==> config.mk <==
export PLATFORM = sky130hd
export DESIGN_NAME = cond_eval_unit
export DESIGN_NICKNAME = d
export VERILOG_FILES = /design/src/rtl/cond_eval_pkg.sv /design/src/rtl/cond_sel_bank.sv /design/src/rtl/cond_decide.sv /design/src/rtl/cond_eval_unit.sv
export SDC_FILE = /design/constraint.sdc
export NUM_CORES = 1
export LEC_CHECK = 0
export BUFFER_PORTS_ARGS = -buffer_cell sky130_fd_sc_hd__buf_2
export CAP_MARGIN = 30
export CORE_ASPECT_RATIO = 1.75
export CORE_MARGIN = 2
export CORE_UTILIZATION = 47
export DETAILED_ROUTE_END_ITERATION = 10
export PLACE_DENSITY = 0.92
export SETUP_SLACK_MARGIN = 0.4
export SYNTH_ARGS = -nofsm -noshare
export SYNTH_HDL_FRONTEND = slang
export SYNTH_SLANG_ARGS = --single-unit
export TNS_END_PERCENT = 100
==> constraint.sdc <==
create_clock -name clk -period 4.65 [get_ports clk]
set_input_delay 0.93 -clock clk [delete_from_list [all_inputs] [get_ports clk]]
set_output_delay 0.93 -clock clk [all_outputs]
set_load 0.1 [all_outputs]
==> src/rtl/cond_eval_pkg.sv <==
package cond_eval_pkg;

    localparam int DEVSTAT_W = 4;
    localparam int NUM_KINDS = 3;

    typedef enum logic [1:0] {
        MODE_NEVER    = 2'd0,
        MODE_IF_TRUE  = 2'd1,
        MODE_IF_FALSE = 2'd2,
        MODE_ALWAYS   = 2'd3
    } cond_mode_e;

    // Select register index of each decision kind
    typedef enum logic [1:0] {
        KIND_IRQ    = 2'd0,
        KIND_WAIT   = 2'd1,
        KIND_BRANCH = 2'd2
    } cond_kind_e;

    // Layout of the low six bits of the command word, most significant first
    typedef struct packed {
        cond_mode_e irq;
        cond_mode_e brn;
        cond_mode_e wt;
    } mode_set_t;

    function automatic logic apply_mode(input cond_mode_e mode, input logic cond);
        logic act;
        case (mode)
            MODE_NEVER:    act = 1'b0;
            MODE_IF_TRUE:  act = cond;
            MODE_IF_FALSE: act = ~cond;
            default:       act = 1'b1;
        endcase
        return act;
    endfunction

    function automatic cond_mode_e mode_of(input mode_set_t ms, input int kind);
        cond_mode_e m;
        case (kind)
            0:       m = ms.irq;
            1:       m = ms.wt;
            default: m = ms.brn;
        endcase
        return m;
    endfunction

endpackage

==> src/rtl/cond_sel_bank.sv <==
module cond_sel_bank
    import cond_eval_pkg::*;
#(
    parameter int DATA_W    = 32,
    parameter int STAT_W    = DEVSTAT_W,
    parameter int NUM_SEL   = NUM_KINDS,
    parameter int MASK_LSB  = 16,
    parameter int VALUE_LSB = 0,
    parameter int IDX_W     = 2
) (
    input  logic                             clk,
    input  logic                             rst,
    input  logic                             we_i,
    input  logic [IDX_W-1:0]                 idx_i,
    input  logic [DATA_W-1:0]                wdata_i,
    output logic [NUM_SEL-1:0][STAT_W-1:0]   mask_o,
    output logic [NUM_SEL-1:0][STAT_W-1:0]   value_o
);

    localparam int MASK_MSB  = MASK_LSB + STAT_W - 1;
    localparam int VALUE_MSB = VALUE_LSB + STAT_W - 1;

    logic [NUM_SEL-1:0][STAT_W-1:0] mask_q;
    logic [NUM_SEL-1:0][STAT_W-1:0] value_q;

    for (genvar g = 0; g < NUM_SEL; g++) begin : g_sel
        always_ff @(posedge clk) begin
            if (rst) begin
                mask_q[g]  <= '0;
                value_q[g] <= '0;
            end else if (we_i && (int'(idx_i) == g)) begin
                mask_q[g]  <= wdata_i[MASK_MSB:MASK_LSB];
                value_q[g] <= wdata_i[VALUE_MSB:VALUE_LSB];
            end
        end
    end

    assign mask_o  = mask_q;
    assign value_o = value_q;

    logic past_ok;
    always_ff @(posedge clk) begin
        if (rst) past_ok <= 1'b0;
        else     past_ok <= 1'b1;
    end

    // an out-of-range index leaves every select register alone
    a_r9_unused_index: assert property (@(posedge clk) disable iff (rst)
        past_ok && $past(we_i) && (int'($past(idx_i)) >= NUM_SEL)
        |-> ($stable(mask_q) && $stable(value_q)));

    // no change without a write
    a_r9_no_write_stable: assert property (@(posedge clk) disable iff (rst)
        past_ok && !$past(we_i) |-> ($stable(mask_q) && $stable(value_q)));

endmodule

==> src/rtl/cond_decide.sv <==
module cond_decide
    import cond_eval_pkg::*;
#(
    parameter int STAT_W = DEVSTAT_W
) (
    input  cond_mode_e          mode_i,
    input  logic [STAT_W-1:0]   mask_i,
    input  logic [STAT_W-1:0]   value_i,
    input  logic [STAT_W-1:0]   devstat_i,
    output logic                cond_o,
    output logic                act_o
);

    always_comb begin
        cond_o = ((devstat_i & mask_i) == (value_i & mask_i));
        act_o  = apply_mode(mode_i, cond_o);
    end

    // the fixed modes ignore the condition
    always_comb begin
        if (mode_i == MODE_NEVER)  a_r3_never:  assert (act_o == 1'b0);
        if (mode_i == MODE_ALWAYS) a_r3_always: assert (act_o == 1'b1);
    end

endmodule

==> src/rtl/cond_eval_unit.sv <==
module cond_eval_unit
    import cond_eval_pkg::*;
#(
    parameter int DATA_W    = 32,
    parameter int CMD_W     = 16,
    parameter int STAT_W    = DEVSTAT_W,
    parameter int MODE_LSB  = 0,
    parameter int MASK_LSB  = 16,
    parameter int VALUE_LSB = 0
) (
    input  logic              clk,
    input  logic              rst,
    input  logic              sel_we_i,
    input  logic [1:0]        sel_idx_i,
    input  logic [DATA_W-1:0] sel_wdata_i,
    input  logic [CMD_W-1:0]  cmd_i,
    input  logic [STAT_W-1:0] devstat_i,
    input  logic              eval_i,
    output logic              irq_o,
    output logic              hold_o,
    output logic              bt_o
);

    localparam int MODES_W = $bits(mode_set_t);
    localparam int MODE_MSB = MODE_LSB + MODES_W - 1;

    logic [NUM_KINDS-1:0][STAT_W-1:0] sel_mask;
    logic [NUM_KINDS-1:0][STAT_W-1:0] sel_value;
    logic [NUM_KINDS-1:0]             cond_hit;
    logic [NUM_KINDS-1:0]             act;
    mode_set_t                        modes;

    cond_sel_bank #(
        .DATA_W    (DATA_W),
        .STAT_W    (STAT_W),
        .NUM_SEL   (NUM_KINDS),
        .MASK_LSB  (MASK_LSB),
        .VALUE_LSB (VALUE_LSB),
        .IDX_W     (2)
    ) i_sel_bank (
        .clk     (clk),
        .rst     (rst),
        .we_i    (sel_we_i),
        .idx_i   (sel_idx_i),
        .wdata_i (sel_wdata_i),
        .mask_o  (sel_mask),
        .value_o (sel_value)
    );

    assign modes = mode_set_t'(cmd_i[MODE_MSB:MODE_LSB]);

    for (genvar k = 0; k < NUM_KINDS; k++) begin : g_kind
        cond_decide #(.STAT_W(STAT_W)) i_decide (
            .mode_i    (mode_of(modes, k)),
            .mask_i    (sel_mask[k]),
            .value_i   (sel_value[k]),
            .devstat_i (devstat_i),
            .cond_o    (cond_hit[k]),
            .act_o     (act[k])
        );
    end

    logic wait_now;
    logic irq_now;
    logic brn_now;

    always_comb begin
        wait_now = act[KIND_WAIT];
        irq_now  = act[KIND_IRQ] & ~wait_now;
        brn_now  = act[KIND_BRANCH];
    end

    always_ff @(posedge clk) begin
        if (rst) begin
            irq_o  <= 1'b0;
            hold_o <= 1'b0;
            bt_o   <= 1'b0;
        end else begin
            irq_o <= eval_i & irq_now;
            if (eval_i) begin
                hold_o <= wait_now;
                if (!wait_now) bt_o <= brn_now;
            end
        end
    end

    logic past_ok;
    always_ff @(posedge clk) begin
        if (rst) past_ok <= 1'b0;
        else     past_ok <= 1'b1;
    end

    // a pulse only follows a strobe
    a_r5_irq_after_eval: assert property (@(posedge clk) disable iff (rst)
        irq_o |-> $past(eval_i));

    // no interrupt on a held completion
    a_r7_no_irq_when_held: assert property (@(posedge clk) disable iff (rst)
        irq_o |-> !hold_o);

    // branch flag frozen when the strobe was held
    a_r7_bt_frozen: assert property (@(posedge clk) disable iff (rst)
        past_ok && $past(eval_i) && hold_o |-> $stable(bt_o));

    // hold level kept between strobes
    a_r6_hold_stable: assert property (@(posedge clk) disable iff (rst)
        past_ok && !$past(eval_i) |-> $stable(hold_o));

    // branch flag kept between strobes
    a_r8_bt_stable: assert property (@(posedge clk) disable iff (rst)
        past_ok && !$past(eval_i) |-> $stable(bt_o));

endmodule

Word level (Yosys, flattened, before mapping):

Index checks and enable logic that the tools add are counted.

* register bits after elaboration: 27
* input port bits: 58
* output and inout port bits: 3
* logic and storage cells: 43

* equality and inequality tests: 11
* mux-type cells: 3
* bitwise gates (word level): 12
* reductions and logical operators: 8

Operator list (number)
* AND 4 bit: 6
* == test 4 bit: 3
* == test 2 bit, second input constant: 5
* case mux 1 bit (3 select lines): 3
* zero test 2 bit: 4
* == test 2 x 1 -> 1 bit, second input constant: 3
* NOT 1 bit: 4
* logical AND 1 bit: 3
* AND 1 bit: 2
* AND reduction 2 bit: 1

Longest topological paths before layout:

* depth after elaboration: 7
* mapped depth: 5
* gate-level depth less buffers: 5

Hierarchy:

From an unflattened synthesis, not the netlist that was laid out.

* cells, all modules: 122
* area total of the unflattened synthesis: 1357.6 sq um

By module, submodules not included
* cond_sel_bank: times used 1, cells an instance 91, area an instance 999.7 sq um, seq. area each 480.5 sq um
* cond_decide: times used 3, cells an instance 7, area an instance 81.3 sq um, seq. area each 0.0 sq um
* cond_eval_unit: times used 1, cells an instance 10, area an instance 113.9 sq um, seq. area each 60.1 sq um

Worst setup path after synthesis:

OpenSTA, ideal clock, no wires.

* path kind: input to register
* start: input devstat_i[2]
* end: register irq_o
* setup time: 0.117 ns
* arrival: 1.946 ns
* required time: 4.533 ns
* path slack: 2.587 ns
* cell stages on the path: 5
* path buffers: 0
* path through: xor2_1 > a22o_1 > a221oi_2 > mux2_1 > and4b_1

* cells in the longest elaborated chain, start to end: 7
* elaborated cells on any way between the ends: 11
* those cells by class: 2 x eq/ne; 2 x mux; 7 x bitwise

Ends and longest elaborated chain
* start: declaration: line cond_eval_unit.sv:17 `input logic [STAT_W-1:0] devstat_i,`
* AND 4 bit: line cond_decide.sv:15 `cond_o = ((devstat_i & mask_i) == (value_i & mask_i));`
* == test 4 bit: line cond_decide.sv:15
* NOT 1 bit: line cond_eval_pkg.sv:32 `MODE_IF_FALSE: act = ~cond;`
* case mux 1 bit (3 select lines): line cond_eval_pkg.sv:29 `case (mode)`
* NOT 1 bit (no source line)
* AND 1 bit (*): line cond_eval_unit.sv:69 `irq_now = act[KIND_IRQ] & ~wait_now;`
* AND 1 bit (*): line cond_eval_unit.sv:79 `irq_o <= eval_i & irq_now;`
* end signal: assignment: line cond_eval_unit.sv:79
* end: declaration: line cond_eval_unit.sv:19 `output logic irq_o,`

Mark *: on every way between the ends. The rest lies on a longest branch, timed or not.
A chain may end at the register's enable or synchronous reset.

Worst setup path after layout:

Ends and elaborated chain as after synthesis.

==> summary.md <==
| Metric | Value |
|---|---|
| Run status | `finished clean` |
| # diodes | `0` |
| CTS Root Cell | `clkbuf_8` |
| Leakage | `about 0.69 nW` |
| Total placed cells including tap cells | `163` |
| Worst EP required | `4.82 ns` |
| Die Y | `70.1 um` |
| Slowest-stage cell, CP | `mux2_1` |
| Met2 Use GR | `about a third` |
| Design area | `1370 sq um` |
| WS Path Type | `in2reg` |
| Worst reg-to-reg path cell count | `5` |
| DRC | `0` |
| Crit path max fanout | `3` |
| Hold slack | `~0.50 ns` |
| Reg area | `541 sq um` |
| Top FF cell, synth | `dfxtp_1` |
| Largest net degree at the start of global routing | `28` |
| Post-synthesis sequential area ratio | `46.1%` |
| Area delta synth->final | `16.4%` |
| F_max | `507 MHz` |
| DR vias | `902` |
| RSZ-0062 raised after global routing | `no` |
| Port bufs | `26` |
| Minimum clock period | `1.97 ns` |
| Post-Place Cell Area | `1320 sq um` |
| Worst skew pair latency | `between 0.2 and 0.3 ns` |
| Synth unique cells | `23` |
| Most frequent cells in the layout | `dfxtp_1, buf_2, mux2i_1, nor2_1, xor2_1` |
| Worst setup EP type | `flop` |
| Synth Cell Area | `1170 sq um` |
| # Post-CTS Setup Buffers | `0` |
| IO Pins | `between 60 and 70` |
| Final hold violation count | `0` |
| Crit start category | `input pin` |
| Async SR Flop Fraction | `0%` |
| All-Layer GR Usage | `~18%` |
| Vias in the first global route | `919` |
| Cts repair resizes | `0` |
| Worst path arrival time | `about 2.2 ns` |
| CTS tree | `yes` |
| CTS Buf Count | `3` |
| Pins Over Slew Limit | `0` |
| Post-route clock period utilization | `42.5%` |
| Antenna violations before repair | `0` |
| Yosys Warn Count | `0` |
| CTS H-tree depth | `1` |
| Cells after Synth | `roughly 120` |
| Share of layout cells above drive strength 1 | `between 20% and 30%` |
| CP peak stage delay | `roughly 0.34 ns` |
| Worst-margin pin slew | `0.587 ns` |
| Footprint of the multi-input gates | `roughly 600 sq um` |
| Pwr/cell area | `326 nW/um^2` |
| Relative max-transition margin | `60.8%` |
| DRT Wirelength | `2480 um` |
| RD Place Congestion | `0.832` |
| GR Util met3 | `2.07%` |
| # setup viols final | `0` |
| Setup WS pre-CTS | `2.39 ns` |
| Clock Skews | `0.00282 ns` |
| Worst vdd ir | `about 250 uV` |
| Setup TNS | `0 ns` |
| DIE AREA | `2930 sq um` |
| Flops & latches, synth | `27` |
| Vias per inst | `around 5.4` |
| Antenna-violating nets left | `0` |
| Largest delay contributor family on the critical path | `compound AO/OA/AOI/OAI gates` |
| Busiest grt layer | `met2` |
| First-pass GRT wire length | `3910 um` |
| Remaining global-route overflow | `0` |
| Met1 GRT Util | `~16%` |
| Post-route setup slack | `~2.7 ns` |
| Clk buf depth | `2` |
| Syn_nets | `between 150 and 200` |
| Critical path buffers and inverters | `1` |
| Hold Crit Class | `reg2reg` |
| Pre-antenna DRT Iters | `4` |
| Syn avg cell area | `roughly 10 sq um` |
| Crit path cell chain | `buf_2 > xor2_1 > a22o_1 > a221oi_2 > mux2_1 > and4b_1` |
| Sink Count | `27` |
| DR iter-0 viols | `24` |
| Max-cap violations | `0` |
| Post-synth EDFFs | `0` |
| CTS clock-pin slew for the worst setup and hold paths | `0.09 ns` |
| Post-detail-place hpwl | `between 1500 and 2000 um` |
| Hold-fix buffers, CTS | `0` |
| Non-filler cells, final | `167` |
| Stages on the worst setup path | `6` |
| Worst Hold Path Cells | `2` |
| Commonest non-fill, non-tap cell in the layout | `dfxtp_1` |
| Filler Cell Count | `207` |
| Wirelength per Cell | `between 10 and 15 um` |
| Starting density of the core | `48.3%` |
| Nets | `200` |
| Die Width | `approximately 42 um` |
| Core area | `~2400 sq um` |
| Rows | `24` |
[worst register-to-register path: cells and delay by family, from the launching register on]
| kind | cells | cell delay [ns] |
|---|---|---|
| compound gates | 2 | 0.43 |
| xor+xnor | 1 | 0.16 |
| flops | 1 | 0.34 |
| mux | 1 | 0.34 |
| simple gates | 1 | 0.18 |
[registers in the layout, indices dropped and copies added (netlist names)]
| register | flops |
|---|---|
| hold_o | 1 |
| i_sel_bank.mask_o | 12 |
| bt_o | 1 |
| irq_o | 1 |
| i_sel_bank.value_o | 12 |
[path summary, 6_finish.rpt]
kind / startpoint / to / slack (ns)
max reg2reg: i_sel_bank.value_o[2] / irq_o / 3.11
min reg2reg: hold_o / hold_o / 0.50
min: hold_o / hold_o / 0.50
max: devstat_i[2] / irq_o / 2.68
[cell usage after synthesis (2+ instances only)]
library cell | n | area share [%]
a22oi_1 | 4 | 2.6
a311oi_1 | 2 | 1.5
buf_2 | 3 | 1.3
clkbuf_1 | 2 | 0.64
dfxtp_1 | 27 | 46
mux2i_1 | 25 | 21
nand3b_1 | 2 | 1.3
nor2_1 | 25 | 8.0
xor2_1 | 12 | 9.0
[stage by stage]
step / utilization (%) / power [mW]
floorplan: - / 0.295
global placement: 54.2 / 0.315
detailed placement: 54.2 / 0.318
CTS: 56.2 / 0.446
global route: 56.2 / 0.462
finish: 56.2 / 0.446
[power by group]
part	leakage [nW]	total [mW]	switching (mW)	internal (mW)
combinational	0.445	0.0681	0.0419	0.0262
sequential	0.220	0.245	0.00514	0.240
clock	0.0217	0.133	0.0721	0.0607
[layout make-up]
| type | instances | area share (%) |
|---|---|---|
| clock buffer | 3 | 3.02 |
| clock inverter | 1 | 0.549 |
| inverter | 1 | 0.275 |
| multi-input combinational | 82 | 44.1 |
| sequential | 27 | 39.6 |
| tap | 26 | 2.38 |
| timing repair buffer | 27 | 10.1 |
[logic make-up (layout without fill, tap and decap cells)]
family / after synthesis / after routing / synth area share, %
muxes: 26 / 26 / 22.3
buffers and inverters: 7 / 32 / 2.56
xor gates and xnor gates: 12 / 12 / 8.96
AOI/OAI and AO/OA: 11 / 11 / 7.57
DFF: 27 / 27 / 46.1
and+or+nand+nor: 33 / 33 / 12.6
[routing by layer]
| metal | part of all wire (%) | vias up |
|---|---|---|
| met2 | 57 | 23 |
| met1 | 36 | 416 |
| met5 | 0 | - |
| li1 | - | 451 |
| met3 | 2.9 | 12 |
| met4 | 4.9 | 0 |
Power figures use the tool's default switching activity.
